File: config.mk
export PLATFORM = sky130hd
export DESIGN_NAME = prt_motor_ctl
export DESIGN_NICKNAME = d
export VERILOG_FILES = /design/src/rtl/prt_motor_pkg.sv /design/src/rtl/prt_pulse_sync.sv /design/src/rtl/prt_lock_timer.sv /design/src/rtl/prt_motor_chan.sv /design/src/rtl/prt_motor_ctl.sv
export SDC_FILE = /design/constraint.sdc
export NUM_CORES = 1
export LEC_CHECK = 0
export BUFFER_PORTS_ARGS = -buffer_cell sky130_fd_sc_hd__buf_4
export CELL_PAD_IN_SITES_DETAIL_PLACEMENT = 0
export CELL_PAD_IN_SITES_GLOBAL_PLACEMENT = 2
export CORE_ASPECT_RATIO = 0.75
export CORE_UTILIZATION = 38
export DETAILED_ROUTE_END_ITERATION = 10
export GPL_TIMING_DRIVEN = 1
export PLACE_DENSITY = 0.83
export SYNTH_ARGS = -nofsm -noshare
export SYNTH_HDL_FRONTEND = slang
export SYNTH_SLANG_ARGS = --single-unit
File: constraint.sdc
create_clock -name clk_i -period 2 [get_ports clk_i]
set_input_delay 0.4 -clock clk_i [delete_from_list [all_inputs] [get_ports clk_i]]
set_output_delay 0.4 -clock clk_i [all_outputs]
set_load 0.1 [all_outputs]
File: src/rtl/prt_motor_pkg.sv
package prt_motor_pkg;
  localparam int unsigned NUM_PRN = 2;
  localparam int unsigned ADDR_W  = 2;

  typedef enum logic [ADDR_W-1:0] {
    REG_MOTOR = 2'd0,
    REG_CLEAR = 2'd1,
    REG_LIMIT = 2'd2
  } reg_addr_e;
endpackage

File: src/rtl/prt_pulse_sync.sv
module prt_pulse_sync #(
  parameter int unsigned STAGES = 2
) (
  input  logic clk_i,
  input  logic rst_ni,
  input  logic async_i,
  output logic rise_o
);
  logic [STAGES:0] sh_q, sh_d;

  always_comb begin
    sh_d = {sh_q[STAGES-1:0], async_i};
  end

  always_ff @(posedge clk_i or negedge rst_ni) begin
    if (!rst_ni) sh_q <= '0;
    else         sh_q <= sh_d;
  end

  assign rise_o = sh_q[STAGES-1] & ~sh_q[STAGES];
endmodule

File: src/rtl/prt_lock_timer.sv
module prt_lock_timer #(
  parameter int unsigned CNT_W = 16
) (
  input  logic             clk_i,
  input  logic             rst_ni,
  input  logic             run_i,
  input  logic             restart_i,
  input  logic [CNT_W-1:0] limit_i,
  output logic             expire_o
);
  logic [CNT_W-1:0] cnt_q, cnt_d;
  logic [CNT_W:0]   cnt_inc;

  always_comb begin
    cnt_inc  = {1'b0, cnt_q} + 1'b1;
    expire_o = run_i & ~restart_i & (cnt_inc >= {1'b0, limit_i});
    if (!run_i || restart_i || expire_o) cnt_d = '0;
    else                                 cnt_d = cnt_inc[CNT_W-1:0];
  end

  always_ff @(posedge clk_i or negedge rst_ni) begin
    if (!rst_ni) cnt_q <= '0;
    else         cnt_q <= cnt_d;
  end
endmodule

File: src/rtl/prt_motor_chan.sv
module prt_motor_chan #(
  parameter int unsigned CNT_W = 16
) (
  input  logic             clk_i,
  input  logic             rst_ni,
  input  logic             tmg_i,
  input  logic             oc_i,
  input  logic             on_wr_i,
  input  logic             on_val_i,
  input  logic             clr_i,
  input  logic [CNT_W-1:0] limit_i,
  output logic             drv_o,
  output logic             brk_o,
  output logic             oe_o,
  output logic             lock_o
);
  logic mon_q, mon_d;
  logic lock_q, lock_d;
  logic oe_q, oe_d;
  logic tmg_rise, expire, run;

  prt_pulse_sync #(.STAGES(2)) sync_i (
    .clk_i  (clk_i),
    .rst_ni (rst_ni),
    .async_i(tmg_i),
    .rise_o (tmg_rise)
  );

  assign run = mon_q & ~lock_q;

  prt_lock_timer #(.CNT_W(CNT_W)) tmr_i (
    .clk_i    (clk_i),
    .rst_ni   (rst_ni),
    .run_i    (run),
    .restart_i(tmg_rise),
    .limit_i  (limit_i),
    .expire_o (expire)
  );

  always_comb begin
    mon_d  = mon_q;
    lock_d = lock_q;
    oe_d   = ~oc_i;
    if (expire) begin
      mon_d  = 1'b0;
      lock_d = 1'b1;
    end else begin
      if (on_wr_i && !lock_q) mon_d  = on_val_i;
      if (clr_i)              lock_d = 1'b0;
    end
  end

  always_ff @(posedge clk_i or negedge rst_ni) begin
    if (!rst_ni) begin
      mon_q  <= 1'b0;
      lock_q <= 1'b0;
      oe_q   <= 1'b1;
    end else begin
      mon_q  <= mon_d;
      lock_q <= lock_d;
      oe_q   <= oe_d;
    end
  end

  assign drv_o  = mon_q;
  assign brk_o  = ~mon_q;
  assign oe_o   = oe_q;
  assign lock_o = lock_q;
endmodule

File: src/rtl/prt_motor_ctl.sv
module prt_motor_ctl
  import prt_motor_pkg::*;
#(
  parameter int unsigned DATA_W    = 16,
  parameter int unsigned DEF_LIMIT = 1000
) (
  input  logic                 clk_i,
  input  logic                 rst_ni,
  input  logic                 wr_en_i,
  input  logic [ADDR_W-1:0]    wr_addr_i,
  input  logic [DATA_W-1:0]    wr_data_i,
  input  logic                 mode_i,
  input  logic [NUM_PRN-1:0]   tmg_i,
  input  logic [NUM_PRN-1:0]   oc_i,
  output logic [NUM_PRN-1:0]   drv_o,
  output logic [NUM_PRN-1:0]   brk_o,
  output logic [NUM_PRN-1:0]   oe_o,
  output logic [NUM_PRN-1:0]   lock_o
);
  localparam logic [DATA_W-1:0] LIMIT_RST = DATA_W'(DEF_LIMIT);

  logic rst_meta, rst_n_q;
  logic [DATA_W-1:0] limit_q, limit_d;
  logic wr_motor, wr_clear, wr_limit;

  always_ff @(posedge clk_i or negedge rst_ni) begin
    if (!rst_ni) {rst_n_q, rst_meta} <= 2'b00;
    else         {rst_n_q, rst_meta} <= {rst_meta, 1'b1};
  end

  always_comb begin
    wr_motor = wr_en_i && (wr_addr_i == REG_MOTOR);
    wr_clear = wr_en_i && (wr_addr_i == REG_CLEAR);
    wr_limit = wr_en_i && (wr_addr_i == REG_LIMIT);
    limit_d  = wr_limit ? wr_data_i : limit_q;
  end

  always_ff @(posedge clk_i or negedge rst_n_q) begin
    if (!rst_n_q) limit_q <= LIMIT_RST;
    else          limit_q <= limit_d;
  end

  for (genvar g = 0; g < NUM_PRN; g++) begin : g_chan
    logic sel;
    assign sel = (mode_i == 1'(g));

    prt_motor_chan #(.CNT_W(DATA_W)) chan_i (
      .clk_i   (clk_i),
      .rst_ni  (rst_n_q),
      .tmg_i   (tmg_i[g]),
      .oc_i    (oc_i[g]),
      .on_wr_i (wr_motor & sel),
      .on_val_i(wr_data_i[0]),
      .clr_i   (wr_clear & sel),
      .limit_i (limit_q),
      .drv_o   (drv_o[g]),
      .brk_o   (brk_o[g]),
      .oe_o    (oe_o[g]),
      .lock_o  (lock_o[g])
    );
  end
endmodule

==> summary.md <==
| Metric | Value |
|---|---|
| Run status | finished, violations left |
| Failing checks | setup timing |
| Cell Rows | 29 |
| Filler cells | 722 |
| Post-Route WL | 8808 um |
| Port bufs | 33 |
| Die Area | 9591 um2 |
| Vias in the first global route | 3008 |
| Fin crit share | 135.2% |
| Area leader, netlist | dfrtp_1 |
| HP Class | reg -> async |
| Vias | 2937 |
| Largest net degree at the start of global routing | 33 |
| GRT Resource Usage Total | 20.67% |
| Area Overhead vs Synth | 54.65% |
| Internal reg-to-reg setup slack | -0.70 ns |
| Clk sinks | 62 |
| Number of flops mapped to enable cells by yosys | 0 |
| Critical path buffer and inverter count | 2 |
| Hpwl dp | 6103 um |
| Endpoint class of the critical path | register |
| Final Hold Fails | 0 |
| Synthesized Nets | 405 |
| Crit path kind | reg -> reg |
| Via/cell ratio | 4.995 |
| FF/Latch Area | 1563 um2 |
| Max Fanout on Critical Path | 5 |
| PD cells | 748.3 nW/um2 |
| Cell family with most CP delay | compound AO/OA/AOI/OAI gates |
| Die height | 85.07 um |
| Worst-path clk slew | 0.05 ns |
| Final Wtd Congestion | 0.7597 |
| Total gr overflow | 0 |
| Final WS setup | -0.7044 ns |
| First-pass GRT wire length | 14800 um |
| Max-Cap Viols | 0 |
| Routed len/inst | 14.98 um |
| RSZ-0062 raised after global routing | true |
| # IOs | 34 |
| Pwr Total | 4045 uW |
| Count leader, synth | dfrtp_1 |
| Post-Syn Area | 3496 um2 |
| Fmax achieved | 369.8 MHz |
| Top area cells in the synthesized netlist | dfrtp_1 (39%), ha_1 (12%), dfstp_2 (6.0%), mux2_2 (5.2%), nor2_1 (3.8%) |
| DR iter-0 viols | 130 |
| WP data required | 2.22 ns |
| Initial antenna violation count | 0 |
| CTS tree | yes |
| Startpoint Class | register |
| Cell Chain, Critical Path | ha_2, nand3_4, buf_6, nor3_4, xnor2_2, ha_1, a21oi_2, o21bai_1, a31oi_2, a31oi_4, buf_12, a221o_1 |
| Later-pin clock latency in the skew report | 0.33 ns |
| Post-synth ARST share | 100.0% |
| Crit path DAT | 2.92 ns |
| Core Area | 8672 um2 |
| Cells after synthesis | 345 |
| Slowest stage delay, CP | 0.38 ns |
| Leak | 0.002665 uW |
| Yosys reg bits | 62 |
| Final Max Tran Viols | 0 |
| DR pass1 iterations | 5 |
| Register area share after synthesis | 44.67% |
| Final nets | 535 |
| Syn avg cell area | 10.13 um2 |
| Worst vdd ir | 0.7400 mV |
| H-tree lvl count | 3 |
| # diodes | 0 |
| Antenna Nets Post-Route | 0 |
| Clock root cell | clkbuf_16 |
| Syn. warnings | 0 |
| Initial Util | 40.31% |
| DRC violations left | 0 |
| Worst Reg2Reg Path Length in Cells | 12 |
| Multi-input logic area | 2232 um2 |
| Distinct cells, synth | 43 |
| Pre-CTS WS | -0.8206 ns |
| Clk_skew | 0.004750 ns |
| Final setup fails | 36 |
| Ys flop type | dfrtp_1 |
| R2r startpoint | g_chan[1].chan_i.tmr_i.cnt_q[1] |
| Clock Path Buffers | 2 |
| Share of the synthesized area in the top cell type | 38.65% |
| TritonCTS Buffers | 9 |
| Proportion of layout cells with a drive suffix above 1 | 49.17% |
| Fin crit period | 2.704 ns |
| Die extent in x | 112.8 um |
| Post-synth top cells | dfrtp_1 (54), nor2_1 (35), ha_1 (34), inv_1 (29), nand2_1 (27) |
| Capture point of the worst reg-to-reg path | g_chan[1].chan_i.lock_o |
| CP max-delay cell | dfrtp_1 |
## power breakdown
part	total (uW)	switching, uW	internal (uW)
combinational	890	541	349
clock	1730	569	1160
sequential	1430	57.1	1370
total	4050	1170	2880
## layout by cell type (no fill, tap or decap), drive strengths merged, types with 2 or more instances in the layout
| cell | n |
|---|---|
| o21ai | 5 |
| a21oi | 12 |
| nor4 | 5 |
| nor2 | 35 |
| clkinv | 2 |
| nand2 | 27 |
| inv | 29 |
| nand2b | 3 |
| nor2b | 14 |
| nand3b | 5 |
| nor3 | 6 |
| a211oi | 3 |
| bufinv | 2 |
| nand4 | 10 |
| a31oi | 4 |
| xnor2 | 14 |
| dfstp | 8 |
| nand3 | 11 |
| a211o | 2 |
| clkbuf | 11 |
| dfrtp | 54 |
| xor2 | 14 |
| nand4b | 3 |
| mux2 | 16 |
| buf | 130 |
| nor3b | 4 |
| ha | 34 |
## per-layer routing
layer	vias up	part of all wire, %	GRT usage (%)
met5	-	0	0
met4	0	1.6	7.636
met3	12	3.8	5.000
li1	1447	-	-
met2	65	45	32.10
met1	1413	49	28.10
## metrics by stage
stage                     hold WS [ns]  std cells  setup TNS [ns]  utilization (%)  cell area [um2]
after floorplan                 0.1044        345          -17.86                -             3625
after global placement         0.09359        541          -23.60            51.23             4443
after detailed placement        0.1019        541          -25.77            51.23             4443
after CTS                       0.1017        585          -22.49            59.89             5194
after global routing            0.1115        588          -29.16            62.34             5406
final                          0.09316        588          -22.85            62.34             5406
## sequential cells by signal, summed over array words and instances, names as in the netlist
register,flops
rst_n_q,1
g_chan.chan_i.lock_o,2
g_chan.chan_i.sync_i.sh_q,6
g_chan.chan_i.oe_o,2
limit_q,16
g_chan.chan_i.tmr_i.cnt_q,32
g_chan.chan_i.drv_o,2
rst_meta,1
## layout make-up
cell class	count	area share (%)
clock buffer	11	4.675
clock inverter	5	1.504
inverter	29	2.013
multi-input combinational	242	41.29
sequential	62	28.91
tap	108	2.499
timing repair buffer	131	19.12
## what timing repair did
| action | 4_1_cts | 5_1_grt |
|---|---|---|
| hold buffers | 1 | 0 |
| setup endpoints to repair | 36 | 36 |
| pin swaps | 33 | 19 |
| hold endpoints to repair | 2 | 0 |
| setup buffers | 26 | 3 |
| gates cloned | 1 | 0 |
| gates resized for setup | 36 | 35 |
## cell families (layout without fill, tap and decap cells)
kind of cell | Yosys count | in the layout | synth area share, %
AO/OA/AOI/OAI | 35 | 35 | 6.657
XOR/XNOR | 28 | 28 | 7.015
adder cells (fa/ha/maj) | 34 | 34 | 12.17
buffers and inverters | 42 | 176 | 5.619
flip-flops | 62 | 62 | 44.67
multiplexers | 17 | 17 | 5.440
other | 1 | 1 | 0.1073
AND/OR/NAND/NOR | 126 | 127 | 18.33
## how the worst max path moves through the flow
stage	startpoint	to	cells after the start
after floorplan	g_chan[0].chan_i.tmr_i.cnt_q[0]	g_chan[0].chan_i.tmr_i.cnt_q[12]	13
after global placement	g_chan[1].chan_i.tmr_i.cnt_q[0]	g_chan[1].chan_i.lock_o	11
after detailed placement	g_chan[1].chan_i.tmr_i.cnt_q[0]	g_chan[1].chan_i.lock_o	11
after CTS	g_chan[1].chan_i.tmr_i.cnt_q[1]	g_chan[1].chan_i.lock_o	12
after global routing	g_chan[1].chan_i.tmr_i.cnt_q[1]	g_chan[1].chan_i.lock_o	11
final	g_chan[1].chan_i.tmr_i.cnt_q[1]	g_chan[1].chan_i.lock_o	12
(Power assumes the default switching activity.)
